$ cat config.mk
export PLATFORM = sky130hd
export DESIGN_NAME = cond_skip_unit
export DESIGN_NICKNAME = d
export VERILOG_FILES = /design/src/rtl/cond_skip_unit.sv
export SDC_FILE = /design/constraint.sdc
export NUM_CORES = 1
export LEC_CHECK = 0
export BUFFER_PORTS_ARGS = -buffer_cell sky130_fd_sc_hd__buf_4
export CORE_ASPECT_RATIO = 1.25
export CORE_UTILIZATION = 45
export DETAILED_ROUTE_END_ITERATION = 8
export GPL_TIMING_DRIVEN = 0
export PLACE_DENSITY_LB_ADDON = 0.08
export SYNTH_ARGS = -nofsm -noshare
export SYNTH_HDL_FRONTEND = slang
export SYNTH_SLANG_ARGS = --single-unit
$ cat constraint.sdc
create_clock -name clk -period 2.8 [get_ports clk]
set_input_delay 0.28 -clock clk [delete_from_list [all_inputs] [get_ports clk]]
set_output_delay 0.28 -clock clk [all_outputs]
set_load 0.01 [all_outputs]
$ cat src/rtl/cond_skip_unit.sv
module cond_skip_unit #(
  parameter int W = 16
) (
  input  logic         clk,
  input  logic         rst_n,
  input  logic         eval_valid,
  input  logic [4:0]   opcode,
  input  logic [W-1:0] opnd_b,
  input  logic [W-1:0] opnd_a,
  input  logic         word_valid,
  input  logic [15:0]  word_in,
  output logic         cond_true,
  output logic         skip_active,
  output logic         extra_cycle,
  output logic         drop_done
);

  function automatic logic takes_word(input logic [5:0] code);
    return (code[5:3] == 3'b010) || (code == 6'h1e) || (code == 6'h1f);
  endfunction

  logic       is_cond;
  logic [1:0] left_q;
  logic       chain_q;
  logic       skip_q;
  logic       extra_q;

  assign is_cond = (opcode[4:3] == 2'b10);

  always_comb begin
    cond_true = 1'b0;
    if (is_cond) begin
      case (opcode[2:0])
        3'd0: cond_true = (opnd_b & opnd_a) != '0;
        3'd1: cond_true = (opnd_b & opnd_a) == '0;
        3'd2: cond_true = opnd_b == opnd_a;
        3'd3: cond_true = opnd_b != opnd_a;
        3'd4: cond_true = opnd_b > opnd_a;
        3'd5: cond_true = $signed(opnd_b) > $signed(opnd_a);
        3'd6: cond_true = opnd_b < opnd_a;
        default: cond_true = $signed(opnd_b) < $signed(opnd_a);
      endcase
    end
  end

  wire [4:0] w_op   = word_in[4:0];
  wire       w_cond = (w_op[4:3] == 2'b10);
  wire       w_b_ex = (w_op != 5'd0) && takes_word({1'b0, word_in[9:5]});
  wire       w_a_ex = takes_word(word_in[15:10]);
  wire [1:0] w_len  = {1'b0, w_b_ex} + {1'b0, w_a_ex};

  wire head      = skip_q && word_valid && (left_q == 2'd0);
  wire tail_word = skip_q && word_valid && (left_q != 2'd0);
  wire start     = eval_valid && !skip_q && is_cond && !cond_true;
  wire ends_cond = head ? w_cond : chain_q;

  assign drop_done   = (head && w_len == 2'd0) || (tail_word && left_q == 2'd1);
  assign skip_active = skip_q;
  assign extra_cycle = extra_q;

  always_ff @(posedge clk) begin
    if (!rst_n) begin
      skip_q  <= 1'b0;
      extra_q <= 1'b0;
      left_q  <= 2'd0;
      chain_q <= 1'b0;
    end else begin
      extra_q <= start;
      if (start)
        skip_q <= 1'b1;
      else if (drop_done && !ends_cond)
        skip_q <= 1'b0;
      if (head) begin
        left_q  <= w_len;
        chain_q <= w_cond;
      end else if (tail_word) begin
        left_q <= left_q - 2'd1;
      end
    end
  end

endmodule


* Word level (Yosys, flattened, before mapping)
Cells that the tools add are included.
** Word-level totals
- Bits of input ports :: 57
- Register bits :: 5
- Memories kept :: 0
- Latch bits :: 0
- ROM bits :: 0
- Output and inout bits :: 4
- RAM bits :: 0
- Logic and storage cells :: 62
** Cells by class
- Shift operators :: 0
- Multipliers :: 0
- Add/sub/neg operators :: 2
- Multiplexer cells :: 7
- Divide/modulo/power cells :: 0
- Magnitude comparators :: 4
- Reductions and logical operators :: 27
- Equal/unequal tests :: 17
- Bitwise operators :: 1
** Operators with widths (count)
- $gt A16 B16 Y1 :: 2
- $lt A16 B16 Y1 :: 2
- $and A16 B16 Y16 :: 1
- $eq A16 B16 Y1 :: 1
- $logic_not A16 Y1 :: 1
- $ne A16 B16 Y1 :: 1
- $reduce_bool A16 Y1 :: 1
- $eq A6 B5 Y1 const B :: 2
- $eq A5 B5 Y1 const B :: 2
- $logic_and A1 B1 Y1 :: 10
- $eq A3 B2 Y1 const B :: 3
- $eq A3 B3 Y1 const B :: 3
- $pmux W1 S7 :: 1
- $eq A2 B2 Y1 const B :: 3
- $reduce_bool A2 Y1 :: 3
- $logic_or A1 B1 Y1 :: 5
- $reduce_bool A5 Y1 :: 1
- $logic_not A2 Y1 :: 2
- $mux W1 :: 4
- $mux W2 :: 2
- $eq A3 B1 Y1 const B :: 1
- $logic_not A1 Y1 :: 3
- $logic_not A3 Y1 :: 1
- $add A1 B1 Y2 :: 1
- other kinds (2) :: 2

* Depth between registers and ports, before layout
Gate-level depths: netlist of the first run.
- Depth in word-level cells :: 11
- Mapped depth :: 10

* Worst setup path after synthesis of the first run
OpenSTA, ideal clock, no wires.
- Path kind :: input to output
- From :: input opnd_a[6]
- To :: output cond_true
- Arrival :: 2.117 ns
- Cell stages on the path :: 9
- Path buffers :: 0
- Path slack :: 0.403 ns
- Cells stage by stage :: inv_1 > ha_1 > nand4_2 > or4_4 > nor2b_4 > a32oi_1 > nand2_1 > o31a_1 > and3b_1
** Between the ends
- Word-level cells in the longest chain between the ends :: 4
- Elaborated cells between the ends (all ways) :: 11
- Classes of those cells :: order compare: 4; eq/ne: 2; mux: 2; bitwise: 1; reduce/logical: 2
** Ends and longest elaborated chain
- from (decl) :: line 9 : input logic [W-1:0] opnd_a,
- parallel branches: the longest is 2 deep, another holds $lt A16 B16 Y1
- $pmux W1 S7 * :: line 33 : case (opcode[2:0])
- $mux W1 * :: line 32 : if (is_cond) begin
- to (decl) :: line 12 : output logic cond_true,
Mark *: on every way between the ends.

* Worst setup path after layout of the first run
- From :: input opnd_b[13]
- To :: output cond_true
** Between the ends
- Word-level cells in the longest chain between the ends :: 4
- Elaborated cells between the ends (all ways) :: 11
- Classes of those cells :: order compare: 4; eq/ne: 2; mux: 2; bitwise: 1; reduce/logical: 2
** Ends and longest elaborated chain
- from (decl) :: line 8 : input logic [W-1:0] opnd_b,
- parallel branches: the longest is 2 deep, another holds $lt A16 B16 Y1
- $pmux W1 S7 * :: line 33
- $mux W1 * :: line 32
Marked as above.

==> out/summary.txt, run 1 <==
Flop pwr share -> 21.1%
Synth Flop Type -> dfxtp_1
Min Tclk post-route -> 2685 ps
GRT Overall Usage -> 21.28%
Root buf cell -> clkbuf_4
Via count -> 1246
Setup violators final -> 0
Vias per cell -> 5.348
Largest net degree at the start of global routing -> 7
# IOs -> 61
Switch Pwr -> 0.0001206 W
Post-Layout Cell Count -> 233
Slew @ Worst Pin -> 332.5 ps
Distinct cells, synth -> 34
Htree depth -> 1
Nets -> 296
CP endpoint kind -> output pin
Post-Synthesis Cells -> 140
Post-Syn Area per Cell -> 8.061 um2
Combinational share of power -> 53.7%
FF-to-FF path depth -> 8
Switching Fraction -> 34.15%
HPWL Detailed -> 2368 um
Hold Violations, Final -> 0
Layout Utilization -> 74.01%
Routability congestion estimate -> 0.8342
Wirelength per Cell -> 11.49 um
Initial antenna violation count -> 0
GRT overflow -> 0
Sequential share of the synthesized area -> 8.869%
DRT Pass-1 Iters -> 4
Hold WS -> 284.4 ps
Clock network power share -> 25.2%
Port bufs -> 58
Worst Path Arrival -> 2400 ps
Die X -> 46.79 um
VDD IR-drop max -> 0.1402 mV
Initial Utilization -> 49.45%
Cts repair resizes -> 0
Share of the synthesized area in the top cell type -> 39.91%
Hold Path Class -> input pin to flip-flop
TritonCTS clock tree -> done
Wirelength, routed -> 2677 um
TNS Setup -> 0 ps
Clock sinks -> 5
Worst Path Required -> 2520 ps
Slew HR -> 77.73%
Synthesized Nets -> 233
# Max-Cap Violations -> 0
FMAX -> 372.5 MHz
Total power -> 0.0003532 W
Ranking of synthesized cells by area -> ha_1, dfxtp_1, inv_1
Pint -> 0.0002326 W
# diodes -> 0
Power Dens Cells -> 209.1 nW/um2
Layout cell share with drive strength beyond 1 -> 36.14%
First-pass GRT wire length -> 4429 um
Initial DRC count -> 28
Antenna Nets Post-Route -> 0
Die area -> 2713 um2
Critical Path Start Type -> input pin
Setup Buffers After CTS -> 0
RSZ-0062 raised after global routing -> false
Clk_lat worst skew -> 250 ps
Clk slew on worst S/H paths -> 50 ps
R2r setup slk -> 1430 ps
Top cell type by total area after synthesis -> ha_1
Leak Pwr -> 0.9179 nW
CP Max Fanout -> 4
Status -> finished, final reports clean
CTS max path bufs -> 2
Crit Path Category -> input pin to output pin
Hold path cells -> 3
# placed instances -> 229
Tcrit/Tclk final -> 95.89%
Pins over their slew limit -> 0
Chip Height -> 57.99 um
Post-synthesis cell area -> 1129 um2
Area Growth Syn to Fin -> 49.67%
Cts bufs inserted -> 3
EDFF count, synth -> 0
Cts-stage hold buffer count -> 0
Number of global-route vias before repair -> 1184
Final routed DRC violation total -> 0
Fraction of registers with async set/reset -> 0%
Synth Register Bits -> 5
Clock skew -> 4.069 ps
FP Rows -> 19
Synthesis Warnings -> 0
Core Region -> 2282 um2
[sequential cells by signal (all words and copies together), names as in the netlist]
register	cells
left_q	2
chain_q	1
extra_cycle	1
skip_active	1
[critical path, stage by stage]
cell	delay, ps
buf_4	120
ha_1	300
nand4_1	140
or4_4	570
nor2b_4	150
a32oi_1	150
nand2_1	80
o31a_1	310
and3b_1	180
buf_4	130
[cell usage in the layout, fill, tap and decap left out, types with 2 or more instances in the layout]
cell and count:
buf_4 58, ha_1 32, inv_1 24, nand2_1 11, a21oi_1 8, nor2_1 6, nand4_1 6, a21o_1 5
dfxtp_1 5, o211ai_1 4, nand3_1 4, ha_4 4, nor3_1 3, clkbuf_4 3, and3b_1 2, or4_1 2
nor3b_1 2, nor4_1 2, a211oi_1 2
[cell type report]
| class | instances | area [um2] |
|---|---|---|
| multi-input cells | 111 | 997.2 |
| clock buffers | 3 | 22.52 |
| fillers | 189 | 593.1 |
| clock inverters | 1 | 5.005 |
| flip-flops and latches | 5 | 100.1 |
| repair buffers | 58 | 435.4 |
| well taps | 31 | 38.79 |
| inverters | 24 | 90.09 |
[through the flow]
step | instance area, um2 | setup slack (ps)
after floorplan | 1129 | 402.7
after global placement | 1603 | 109.1
after detailed placement | 1603 | 78.34
after CTS | 1630 | 72.75
after global routing | 1689 | 33.19
final | 1689 | 115.1
[cells by family (layout without fill, tap and decap cells)]
kind of cell / count (synthesis) / after routing / synth area share [%]
simple gates: 46 / 46 / 24.94
fa+ha+maj: 36 / 36 / 39.91
compound gates: 27 / 27 / 16.63
buf+inv: 24 / 86 / 7.983
flops: 5 / 5 / 8.870
xor+xnor: 1 / 1 / 0.7762
mux: 1 / 1 / 0.8870
[worst paths after layout]
kind                           from                  endpoint
min                           rst_n  skip_active$_SDFFE_PN0P_
max                      opnd_b[13]                 cond_true
min reg2reg      chain_q$_SDFF_PN0_        chain_q$_SDFF_PN0_
max reg2reg  left_q[0]$_SDFFE_PN0P_  skip_active$_SDFFE_PN0P_
[routing by layer]
| layer | track usage (%) | routed length, um | vias to the layer above |
|---|---|---|---|
| met5 | 0 | 0 | - |
| met4 | 4.082 | 15 | 0 |
| met3 | 3.738 | 149 | 2 |
| met2 | 41.27 | 1401 | 48 |
| met1 | 22.67 | 1111 | 574 |
| li1 | - | - | 622 |
[Yosys cell counts, types with 2 or more instances]
cell type / count
a211oi_1: 2
a21o_1: 5
a21oi_1: 8
and3b_1: 2
dfxtp_1: 5
ha_1: 36
inv_1: 24
nand2_1: 11
nand3_1: 4
nand4_1: 6
nor2_1: 6
nor3_1: 3
nor3b_1: 2
nor4_1: 2
o211ai_1: 4
or4_1: 2
[power groups by stage]
| stage | sequential, W | clock, W | combinational (W) |
|---|---|---|---|
| final | 0.0000744 | 0.0000891 | 0.000190 |
| after global routing | 0.0000747 | 0.0000968 | 0.000212 |
| after CTS | 0.0000744 | 0.0000928 | 0.000177 |
| after detailed placement | 0.0000759 | 0 | 0.000176 |
| after global placement | 0.0000758 | 0 | 0.000168 |
| after floorplan | 0.0000761 | 0 | 0.0000839 |
Note: power is estimated with default switching activity, not from simulation.
==> run 2: changes to the inputs <==
Settings changed: PLACE_DENSITY set to 0.87, PLACE_DENSITY_LB_ADDON 0.08 to not set.
==> out/summary.txt, run 2 (synthesis results as in run 1) <==
RSZ-0062 raised after global routing -> false
Setup violators final -> 0 (unchanged)
Htree depth -> 1 (unchanged)
Worst Path Arrival -> 2400 ps (about the same)
Most flops, register -> left_q
Most frequent CP cell -> buf_4
GRT Overall Usage -> 21.72% (+0.44 points)
R2r setup slk -> 1390 ps (-40 ps)
Wirelength, routed -> 2666 um (-0.41%)
FF-to-FF path depth -> 8 (unchanged)
Number of global-route vias before repair -> 1214 (+2.5%)
Crit Path Category -> input pin to output pin
FP Rows -> 19 (unchanged)
TNS Setup -> 0 ps (unchanged)
Core Region -> 2282 um2 (unchanged)
Antenna Nets Post-Route -> 0 (unchanged)
Cts-stage hold buffer count -> 0 (unchanged)
Hold Path Class -> input pin to flip-flop
Die area -> 2713 um2 (unchanged)
Most frequent cells in the layout -> buf_4, ha_1, inv_1
Nets -> 296 (unchanged)
CP Max Fanout -> 4 (unchanged)
Layout cell share with drive strength beyond 1 -> 34.16% (-2.0 points)
Setup Buffers After CTS -> 0 (unchanged)
VDD IR-drop max -> 0.1537 mV (+9.7%)
Clock sinks -> 5 (unchanged)
Fill cells -> 195 (+3.2%)
Initial antenna violation count -> 0 (unchanged)
Tcrit/Tclk final -> 95.69% (-0.20 points)
# IOs -> 61 (unchanged)
Via count -> 1242 (-0.32%)
GRT overflow -> 0 (unchanged)
Clock network power share -> 24.5% (-0.7 points)
Slew HR -> 77.73% (about the same)
Min Tclk post-route -> 2679 ps (-5.692 ps)
Vias per cell -> 5.330 (-0.32%)
Clk slew on worst S/H paths -> 40 ps (about the same)
Reg2reg end -> skip_active$_SDFFE_PN0P_
Pins over their slew limit -> 0 (unchanged)
Final routed DRC violation total -> 0 (unchanged)
Chip Height -> 57.99 um (unchanged)
Routability congestion estimate -> 0.7962 (-4.6%)
Switch Pwr -> 0.0001061 W (-12%)
Most common cell after layout, fill and taps aside -> buf_4
Status -> finished, final reports clean
Worst-path cell chain -> buf_4 > ha_1 > nand4_1 > or4_4 > nor2b_4 > a32oi_1 > nand2_1 > o31a_1 > and3b_1 > buf_4
Delay of the slowest cell on the worst path -> 570 ps (about the same)
Hold Violations, Final -> 0 (unchanged)
Critical Path Source -> opnd_b[11]
Combinational share of power -> 53.1% (-0.6 points)
CTS max path bufs -> 2 (unchanged)
Clock skew -> 3.219 ps (-0.8497 ps)
Cts bufs inserted -> 3 (unchanged)
Slew @ Worst Pin -> 332.7 ps (+0.1079 ps)
Clk_lat worst skew -> 240 ps (about the same)
Port bufs -> 58 (unchanged)
Power Dens Cells -> 203.2 nW/um2 (-2.8%)
Reg-to-Reg Start -> left_q[0]$_SDFFE_PN0P_
Leak Pwr -> 0.9171 nW (about the same)
CP endpoint kind -> output pin
DRT Pass-1 Iters -> 4 (unchanged)
Wirelength per Cell -> 11.44 um (-0.41%)
HPWL Detailed -> 2435 um (+2.8%)
Largest net degree at the start of global routing -> 7 (unchanged)
FMAX -> 373.2 MHz (+0.21%)
Flop pwr share -> 22.4% (+1.3 points)
Root buf cell -> clkbuf_4
Worst Setup EP -> cond_true
Max reg flops -> 2 (unchanged)
# diodes -> 0 (unchanged)
Die X -> 46.79 um (unchanged)
Critical Path Start Type -> input pin
Fin area -> 1642 um2 (-2.8%)
Register cell area after layout -> 100.1 um2 (unchanged)
Dpl cell area -> 1603 um2 (unchanged)
Cts repair resizes -> 0 (unchanged)
CP max-delay cell -> or4_4
First-pass GRT wire length -> 4450 um (+0.47%)
Area Growth Syn to Fin -> 45.45%
# Max-Cap Violations -> 0 (unchanged)
Initial Utilization -> 49.45% (unchanged)
TritonCTS clock tree -> done
Switching Fraction -> 31.80% (-2.4 points)
Pint -> 0.0002275 W (-2.2%)
Worst Path Required -> 2520 ps (about the same)
Initial DRC count -> 29 (+3.6%)
Area of the multi-input gates -> 950.9 um2 (-4.6%)
## run 2: cell types whose count changed in the layout (fill, tap and decap cells not counted), sizes merged
cell,change
clkbuf,+1
clkinv,-1
## run 2: layout make-up
class | count | area share (%)
flip-flops and latches | 5 | 6.098
clock buffers | 4 | 1.601
well taps | 31 | 2.363
multi-input cells | 111 | 57.93
inverters | 24 | 5.488
repair buffers | 58 | 26.52
## run 2: power by group through the flow
stage / Clock, W / Sequential (W) / Combinational (W)
after CTS: 0.0000849 / 0.0000746 / 0.000176
after detailed placement: 0 / 0.0000759 / 0.000175
after global routing: 0.0000911 / 0.0000748 / 0.000200
after floorplan: 0 / 0.0000761 / 0.0000839
final: 0.0000818 / 0.0000747 / 0.000177
after global placement: 0 / 0.0000758 / 0.000168
## run 2: through the flow
| stage | power, W | worst slack, ps | util, % | hold slack (ps) | std cells |
|---|---|---|---|---|---|
| finish | 0.0003336 | 120.8 | 71.93 | 311.0 | 233 |
| global route | 0.0003656 | 3.486 | 71.93 | 322.6 | 233 |
| CTS | 0.0003360 | 73.76 | 71.38 | 310.8 | 233 |
| detailed placement | 0.0002512 | 77.35 | 70.23 | 477.1 | 229 |
| global placement | 0.0002438 | 106.8 | 70.23 | 467.2 | 229 |
| floorplan | 0.0001601 | 402.7 | - | 418.8 | 140 |
## run 2: how the worst min path moves through the flow
stage / cells past startpoint / slack [ps] / from / end
3_3_place_gp: 2 / 470 / chain_q$_SDFF_PN0_ / chain_q$_SDFF_PN0_
2_1_floorplan: 2 / 420 / rst_n / extra_cycle$_SDFF_PN0_
6_report: 3 / 310 / rst_n / extra_cycle$_SDFF_PN0_
4_1_cts: 3 / 310 / rst_n / extra_cycle$_SDFF_PN0_
5_1_grt: 3 / 320 / rst_n / chain_q$_SDFF_PN0_
3_5_place_dp: 2 / 480 / chain_q$_SDFF_PN0_ / chain_q$_SDFF_PN0_
## run 2: layer usage
layer / global-route usage, % / routed length [um] / vias up
li1: - / - / 624
met2: 40.87 / 1419 / 52
met5: 0 / 0 / -
met3: 4.361 / 191 / 8
met4: 11.43 / 80 / 0
met1: 20.61 / 974 / 558
## run 2: worst max-delay path: cells and delay by family
kind | cells | cell delay, ps
buffers and inverters | 2 | 260
AOI/OAI and AO/OA | 2 | 450
adders and majority gates | 1 | 310
and+or+nand+nor | 5 | 1100
